<file path="config.mk">
export PLATFORM = sky130hd
export DESIGN_NAME = ppi_port_top
export DESIGN_NICKNAME = d
export VERILOG_FILES = /design/src/rtl/ppi_pkg.sv /design/src/rtl/ppi_reset_sync.sv /design/src/rtl/ppi_ctrl.sv /design/src/rtl/ppi_latch.sv /design/src/rtl/ppi_portc_latch.sv /design/src/rtl/ppi_read_path.sv /design/src/rtl/ppi_port_top.sv
export SDC_FILE = /design/constraint.sdc
export NUM_CORES = 1
export LEC_CHECK = 0
export BUFFER_PORTS_ARGS = -buffer_cell sky130_fd_sc_hd__buf_4
export CORE_ASPECT_RATIO = 0.7
export CORE_UTILIZATION = 45
export CTS_BUF_LIST = sky130_fd_sc_hd__clkbuf_4
export CTS_CLUSTER_DIAMETER = 150
export DETAILED_ROUTE_END_ITERATION = 7
export GPL_TIMING_DRIVEN = 0
export PLACE_DENSITY = 0.73
export SETUP_SLACK_MARGIN = 0.3
export SLEW_MARGIN = 5
export SYNTH_ARGS = -nofsm -noshare
export SYNTH_HDL_FRONTEND = slang
export SYNTH_SLANG_ARGS = --single-unit
</file>
<file path="constraint.sdc">
create_clock -name clk -period 1.5 [get_ports clk]
set_input_delay 0.15 -clock clk [delete_from_list [all_inputs] [get_ports clk]]
set_output_delay 0.15 -clock clk [all_outputs]
set_load 0.01 [all_outputs]
</file>
<file path="src/rtl/ppi_pkg.sv">
package ppi_pkg;
  localparam int unsigned PORT_W  = 8;
  localparam int unsigned ADDR_W  = 2;
  localparam int unsigned BITSEL_W = $clog2(PORT_W);
  localparam int unsigned HALF_W  = PORT_W / 2;

  localparam logic [ADDR_W-1:0] OFS_A    = 2'd0;
  localparam logic [ADDR_W-1:0] OFS_B    = 2'd1;
  localparam logic [ADDR_W-1:0] OFS_C    = 2'd2;
  localparam logic [ADDR_W-1:0] OFS_CTRL = 2'd3;

  localparam int unsigned CW_KIND_BIT = 7;
  localparam int unsigned CW_A_BIT    = 4;
  localparam int unsigned CW_CU_BIT   = 3;
  localparam int unsigned CW_B_BIT    = 1;
  localparam int unsigned CW_CL_BIT   = 0;

  localparam logic [PORT_W-1:0] CTRL_READ_VAL = '1;

  typedef struct packed {
    logic a_in;
    logic b_in;
    logic cu_in;
    logic cl_in;
  } dir_t;

  localparam dir_t DIR_RESET = '{a_in: 1'b1, b_in: 1'b1, cu_in: 1'b1, cl_in: 1'b1};
endpackage

</file>
<file path="src/rtl/ppi_reset_sync.sv">
module ppi_reset_sync (
  input  logic clk,
  input  logic rst_n,
  output logic rst_sync_n
);
  logic [1:0] stage_q;
  logic [1:0] stage_d;

  always_comb begin
    stage_d = {stage_q[0], 1'b1};
  end

  always_ff @(posedge clk or negedge rst_n) begin
    if (!rst_n) stage_q <= 2'b00;
    else        stage_q <= stage_d;
  end

  assign rst_sync_n = stage_q[1];
endmodule

</file>
<file path="src/rtl/ppi_ctrl.sv">
module ppi_ctrl
  import ppi_pkg::*;
(
  input  logic                clk,
  input  logic                rst_n,
  input  logic                wr_en,
  input  logic [ADDR_W-1:0]   addr,
  input  logic [PORT_W-1:0]   wdata,
  output dir_t                dirs,
  output logic                mode_wr,
  output logic                bsr_wr,
  output logic [BITSEL_W-1:0] bsr_idx,
  output logic                bsr_val
);
  logic ctrl_sel;
  dir_t dirs_q;
  dir_t dirs_d;
  logic dirs_en;

  always_comb begin
    ctrl_sel = wr_en && (addr == OFS_CTRL);
    mode_wr  = ctrl_sel &&  wdata[CW_KIND_BIT];
    bsr_wr   = ctrl_sel && !wdata[CW_KIND_BIT];
    bsr_idx  = wdata[BITSEL_W:1];
    bsr_val  = wdata[0];
  end

  always_comb begin
    dirs_en = mode_wr;
    dirs_d.a_in  = wdata[CW_A_BIT];
    dirs_d.b_in  = wdata[CW_B_BIT];
    dirs_d.cu_in = wdata[CW_CU_BIT];
    dirs_d.cl_in = wdata[CW_CL_BIT];
  end

  always_ff @(posedge clk or negedge rst_n) begin
    if (!rst_n)       dirs_q <= DIR_RESET;
    else if (dirs_en) dirs_q <= dirs_d;
  end

  assign dirs = dirs_q;
endmodule

</file>
<file path="src/rtl/ppi_latch.sv">
module ppi_latch #(
  parameter int unsigned W = 8
) (
  input  logic         clk,
  input  logic         rst_n,
  input  logic         clr,
  input  logic         wr,
  input  logic [W-1:0] din,
  output logic [W-1:0] q
);
  logic [W-1:0] q_r;
  logic [W-1:0] q_d;
  logic         q_en;

  always_comb begin
    q_en = clr || wr;
    q_d  = clr ? '0 : din;
  end

  always_ff @(posedge clk or negedge rst_n) begin
    if (!rst_n)    q_r <= '0;
    else if (q_en) q_r <= q_d;
  end

  assign q = q_r;
endmodule

</file>
<file path="src/rtl/ppi_portc_latch.sv">
module ppi_portc_latch
  import ppi_pkg::*;
(
  input  logic                clk,
  input  logic                rst_n,
  input  logic                clr,
  input  logic                wr,
  input  logic [PORT_W-1:0]   din,
  input  logic                bsr_wr,
  input  logic [BITSEL_W-1:0] bsr_idx,
  input  logic                bsr_val,
  output logic [PORT_W-1:0]   q
);
  logic [PORT_W-1:0] q_r;
  logic [PORT_W-1:0] q_d;
  logic              q_en;

  always_comb begin
    q_en = clr || wr || bsr_wr;
    q_d  = q_r;
    if (clr) begin
      q_d = '0;
    end else if (wr) begin
      q_d = din;
    end else if (bsr_wr) begin
      for (int i = 0; i < int'(PORT_W); i++) begin
        if (BITSEL_W'(i) == bsr_idx) q_d[i] = bsr_val;
      end
    end
  end

  always_ff @(posedge clk or negedge rst_n) begin
    if (!rst_n)    q_r <= '0;
    else if (q_en) q_r <= q_d;
  end

  assign q = q_r;
endmodule

</file>
<file path="src/rtl/ppi_read_path.sv">
module ppi_read_path
  import ppi_pkg::*;
(
  input  logic              clk,
  input  logic              rst_n,
  input  logic              rd_en,
  input  logic [ADDR_W-1:0] addr,
  input  dir_t              dirs,
  input  logic [PORT_W-1:0] a_pins,
  input  logic [PORT_W-1:0] a_latch,
  input  logic [PORT_W-1:0] b_pins,
  input  logic [PORT_W-1:0] b_latch,
  input  logic [PORT_W-1:0] c_pins,
  input  logic [PORT_W-1:0] c_latch,
  output logic [PORT_W-1:0] rdata
);
  logic [PORT_W-1:0] c_in_mask;
  logic [PORT_W-1:0] a_view;
  logic [PORT_W-1:0] b_view;
  logic [PORT_W-1:0] c_view;
  logic [PORT_W-1:0] rd_d;
  logic [PORT_W-1:0] rd_q;

  always_comb begin
    c_in_mask = {{HALF_W{dirs.cu_in}}, {HALF_W{dirs.cl_in}}};
    a_view    = dirs.a_in ? a_pins : a_latch;
    b_view    = dirs.b_in ? b_pins : b_latch;
    c_view    = (c_pins & c_in_mask) | (c_latch & ~c_in_mask);
    unique case (addr)
      OFS_A:   rd_d = a_view;
      OFS_B:   rd_d = b_view;
      OFS_C:   rd_d = c_view;
      default: rd_d = CTRL_READ_VAL;
    endcase
  end

  always_ff @(posedge clk or negedge rst_n) begin
    if (!rst_n)     rd_q <= '0;
    else if (rd_en) rd_q <= rd_d;
  end

  assign rdata = rd_q;
endmodule

</file>
<file path="src/rtl/ppi_port_top.sv">
module ppi_port_top
  import ppi_pkg::*;
(
  input  logic              clk,
  input  logic              rst_n,
  input  logic [1:0]        addr,
  input  logic              wr_en,
  input  logic              rd_en,
  input  logic [7:0]        wdata,
  output logic [7:0]        rdata,
  input  logic [7:0]        pa_in,
  output logic [7:0]        pa_out,
  output logic [7:0]        pa_oe,
  input  logic [7:0]        pb_in,
  output logic [7:0]        pb_out,
  output logic [7:0]        pb_oe,
  input  logic [7:0]        pc_in,
  output logic [7:0]        pc_out,
  output logic [7:0]        pc_oe
);
  localparam int unsigned NUM_AB = 2;

  logic                rst_sync_n;
  dir_t                dirs;
  logic                mode_wr;
  logic                bsr_wr;
  logic [BITSEL_W-1:0] bsr_idx;
  logic                bsr_val;
  logic                c_wr;
  logic [PORT_W-1:0]   c_latch;
  logic [PORT_W-1:0]   ab_latch [NUM_AB];
  logic [NUM_AB-1:0]   ab_wr;
  logic [NUM_AB-1:0]   ab_in;

  ppi_reset_sync u_rst (
    .clk        (clk),
    .rst_n      (rst_n),
    .rst_sync_n (rst_sync_n)
  );

  ppi_ctrl u_ctrl (
    .clk     (clk),
    .rst_n   (rst_sync_n),
    .wr_en   (wr_en),
    .addr    (addr),
    .wdata   (wdata),
    .dirs    (dirs),
    .mode_wr (mode_wr),
    .bsr_wr  (bsr_wr),
    .bsr_idx (bsr_idx),
    .bsr_val (bsr_val)
  );

  always_comb begin
    ab_wr[0] = wr_en && (addr == OFS_A);
    ab_wr[1] = wr_en && (addr == OFS_B);
    c_wr     = wr_en && (addr == OFS_C);
    ab_in[0] = dirs.a_in;
    ab_in[1] = dirs.b_in;
  end

  for (genvar g = 0; g < NUM_AB; g++) begin : g_ab
    ppi_latch #(.W(PORT_W)) u_latch (
      .clk   (clk),
      .rst_n (rst_sync_n),
      .clr   (mode_wr),
      .wr    (ab_wr[g]),
      .din   (wdata),
      .q     (ab_latch[g])
    );
  end

  ppi_portc_latch u_c (
    .clk     (clk),
    .rst_n   (rst_sync_n),
    .clr     (mode_wr),
    .wr      (c_wr),
    .din     (wdata),
    .bsr_wr  (bsr_wr),
    .bsr_idx (bsr_idx),
    .bsr_val (bsr_val),
    .q       (c_latch)
  );

  ppi_read_path u_rd (
    .clk     (clk),
    .rst_n   (rst_sync_n),
    .rd_en   (rd_en),
    .addr    (addr),
    .dirs    (dirs),
    .a_pins  (pa_in),
    .a_latch (ab_latch[0]),
    .b_pins  (pb_in),
    .b_latch (ab_latch[1]),
    .c_pins  (pc_in),
    .c_latch (c_latch),
    .rdata   (rdata)
  );

  always_comb begin
    pa_out = ab_latch[0];
    pb_out = ab_latch[1];
    pc_out = c_latch;
    pa_oe  = {PORT_W{~ab_in[0]}};
    pb_oe  = {PORT_W{~ab_in[1]}};
    pc_oe  = {{HALF_W{~dirs.cu_in}}, {HALF_W{~dirs.cl_in}}};
  end
endmodule

</file>
==> metrics.csv <==
stage,metric,value,unit
status,status,"complete, but fails checks",
status,failing checks,negative setup slack,
setup_path,Worst R2R Start,u_ctrl.dirs[2]$_DFFE_PN1P_,
synthesis,synthesized area,0.002364,mm²
synthesis,Mapped Cells,237,
synthesis,Synth Warn #,0,
global_routing,first-pass GRT wire length,11.57,mm
setup_path,Worst EP required,1.35,ns
global_routing,initial antenna violation count,0,
global_routing,GRT Util Overall,0.2793,
global_routing,grt met1 use,0.4148,
floorplan,full die area,0.005551,mm²
finish,final instance area,0.003712,mm²
clock_tree,CTS sink cnt,38,
global_routing,met3 Use GR,0.05680,
detailed_routing,First-pass DRT Iterations,5,
min_path,Hold Path Class,in2reg,
place,DP HPWL,4.997,mm
synthesis,simple-gate share of the synthesized area,0.1435,
synthesis,Synth Area in Compound Gates,0.1546,
sta,Final Hold Viols,0,
sta,Final setup viols,22,
clock_tree,Num CTS Buffers,5,
finish,Inserted Diodes,0,
global_routing,grt peak-use layer,met2,
synthesis,Adder-Cell Fraction of Synth Area,0,
finish,"commonest non-fill, non-tap cell in the layout",buf_4,
floorplan,die span in y,62.64,µm
finish,area grow syn2layout,57.07,%
synthesis,syn_nets,275,
global_routing,number of global-route vias before repair,2216,
synthesis,average size of a mapped cell,9.973,µm²
sta,fin worst setup slack,-0.1352,ns
finish,Layout Nets,390,
sta,worst-margin pin slew,0.8110,ns
setup_path,Startpoint Class,flop,
sta,Final Skew,0.006183,ns
synthesis,post-synthesis mux area share,0.1673,
detailed_routing,via count,2315,
setup_path,CP max stage cell,dfstp_2,
setup_path,Setup CP Type,reg2out,
detailed_routing,Routed WL per cell,17.84,µm
synthesis,main combinational cell family by area after synthesis,multiplexers,
power_and_ir_drop,total power,4007,µW
place,placed inst area,0.003167,mm²
finish,final cell count without fillers,422,
detailed_routing,Final ANT Viol Nets,0,
place,# port buffers,91,
setup_path,most frequent CP cell,buf_6,
clock_tree,CTS tree,yes,
setup_path,r2r setup slk,-0.03,ns
sta,Period minus WS final,1.635,ns
setup_path,crit end category,output port,
setup_path,Critical Path End,pa_oe[3],
sta,unrepaired setup endpoints after global routing,true,
power_and_ir_drop,Static Leak,0.001775,µW
setup_path,Setup crit start,u_ctrl.dirs[3]$_DFFE_PN1P_,
setup_path,arrival time at the worst endpoint,1.49,ns
synthesis,ys async rst share,1.000,
finish,share of cells above drive strength 1,0.5241,
synthesis,dominant cells by area after synthesis,"dfrtp_1, mux2i_1, buf_4",
sta,period utilization,1.090,
synthesis,Post-synth EDFFs,0,
sta,setup TNS,-1.887,ns
place,gpl congestion,0.8596,
floorplan,Core ar.,0.004913,mm²
synthesis,Synth cell types,40,
sta,Max Slew Vio Count,0,
clock_tree,htree depth,2,
power_and_ir_drop,Peak VDD IR,0.5675,mV
detailed_routing,DRC,0,
flow_run,Max Cap Violations,0,
clock_tree,CTS root buffer,clkbuf_4,
setup_path,worst-path fanout max,4,
synthesis,"FF+latch count, synth",38,
synthesis,dominant cell type by area after synthesis,dfrtp_1,
place,Cells after DPL,397,
clock_tree,clock buffer depth,2,
floorplan,row cnt,21,
setup_path,worst path cell trace,buf_8 > clkinvlp_4 > buf_6 > buf_6 > buf_6,
floorplan,chip width,88.62,µm
synthesis,xor-xnor portion of the synthesized cell area,0,
synthesis,ys flop type,dfrtp_1,
detailed_routing,Vias/cell,5.486,
detailed_routing,Initial DRC Count,180,
global_routing,grt ovf,0,
sta,Slew Limit Headroom,0.4593,
global_routing,largest net degree at the start of global routing,37,
sta,FMAX,0.6116,GHz
synthesis,sequential area share after synthesis,0.4044,
setup_path,max incr delay on CP,0.55,ns
floorplan,IO Count,94,
setup_path,worst flop-to-flop path endpoint,u_rd.rdata[4]$_DFFE_PN0P_,
finish,most frequent cells in the layout,"buf_4, buf_6, dfrtp_1",
clock_tree,"Clk Latency, worst-skew pair",0.35,ns
detailed_routing,WL final,7.529,mm
floorplan,Initial Util,0.4810,
clock_tree,clk slew on worst S/H paths,0.11,ns
setup_path,R2R depth,5,
synthesis,top cell type's share of synthesized area,0.3600,
power_and_ir_drop,PD cells,1079,mW/mm²
global_routing,GR Util met2,0.4202,
## cells in the mapped netlist, drive strengths merged, types with 2 or more instances
library cell / instances
mux2: 4
nand2b: 2
dfstp: 4
mux2i: 35
inv: 10
nor2b: 3
nand2: 10
o32a: 13
and2: 4
nand4b: 3
o22ai: 5
dfrtp: 34
buf: 38
nor3: 8
clkbuf: 2
a221oi: 2
a21oi: 4
a21boi: 8
nor2: 20
o21ai: 13
## kinds of logic (layout without fill, tap and decap cells)
family,after synthesis,after routing
and+or+nand+nor,59,59
AOI/OAI and AO/OA,50,50
buffers and inverters,50,166
muxes,39,39
DFF,38,38
other,1,1
## where the power goes
part	total [µW]	leakage (µW)	switching (µW)	internal [µW]
clock network	539	0.0000331	345	194
logic	2100	0.00129	830	1270
registers	1370	0.000451	164	1210
total	4010	0.00177	1340	2670
## worst min-delay path by stage
stage | slack, ns | from | end | cells after the start
detailed placement | -0.07 | rst_n | u_rst.stage_q[0]$_DFF_PN0_ | 1
CTS | 0.04 | wdata[4] | u_ctrl.dirs[3]$_DFFE_PN1P_ | 3
finish | 0.06 | wdata[4] | u_ctrl.dirs[3]$_DFFE_PN1P_ | 3
floorplan | -0.15 | rst_n | u_rst.stage_q[0]$_DFF_PN0_ | 0
global placement | -0.07 | rst_n | u_rst.stage_q[0]$_DFF_PN0_ | 1
global route | 0.06 | wdata[4] | u_ctrl.dirs[3]$_DFFE_PN1P_ | 3
## timing repair
action,in CTS,in global routing
setup endpoints to repair,32,34
hold buffers,1,0
hold endpoints to repair,2,0
setup buffers,14,2
resized for setup,68,23
pin swaps,1,14
cloned,0,0
## critical path, delay by kind of cell (launching register included)
| family | cells | cell delay (ns) |
|---|---|---|
| flip-flops | 1 | 0.55 |
| buffers and inverters | 5 | 0.58 |
## sequential cells by signal (all words and copies together) (netlist names)
register	flops
g_ab.u_latch.q	16
u_c.q	8
u_rd.rdata	8
u_ctrl.dirs	4
u_rst.stage_q	2
## cell type report
class | instances | area (µm²)
Timing Repair Buffer | 108 | 987.2
Sequential cell | 38 | 957.2
Inverter | 10 | 60.06
Fill cell | 361 | 1201
Clock inverter | 2 | 8.758
Multi-Input combinational cell | 149 | 1184
Clock buffer | 6 | 45.04
Buffer | 40 | 384.1
Tap cell | 69 | 86.33
## metal layers
layer	routed length (µm)	share of wire	up-vias
met4	102	0.014	0
li1	-	-	1056
met3	501	0.067	11
met1	3529	0.47	1131
met2	3396	0.45	117
met5	0	0	-
## metrics by stage
step	setup slack [ns]	hold WS, ns	util
floorplan	0.1838	-0.1456	-
global route	-0.1797	0.05557	0.7555
CTS	-0.09765	0.04124	0.7273
finish	-0.1352	0.06262	0.7555
global placement	-0.08463	-0.06611	0.6443
detailed placement	0.03686	-0.06711	0.6445
(Power assumes the default switching activity.)
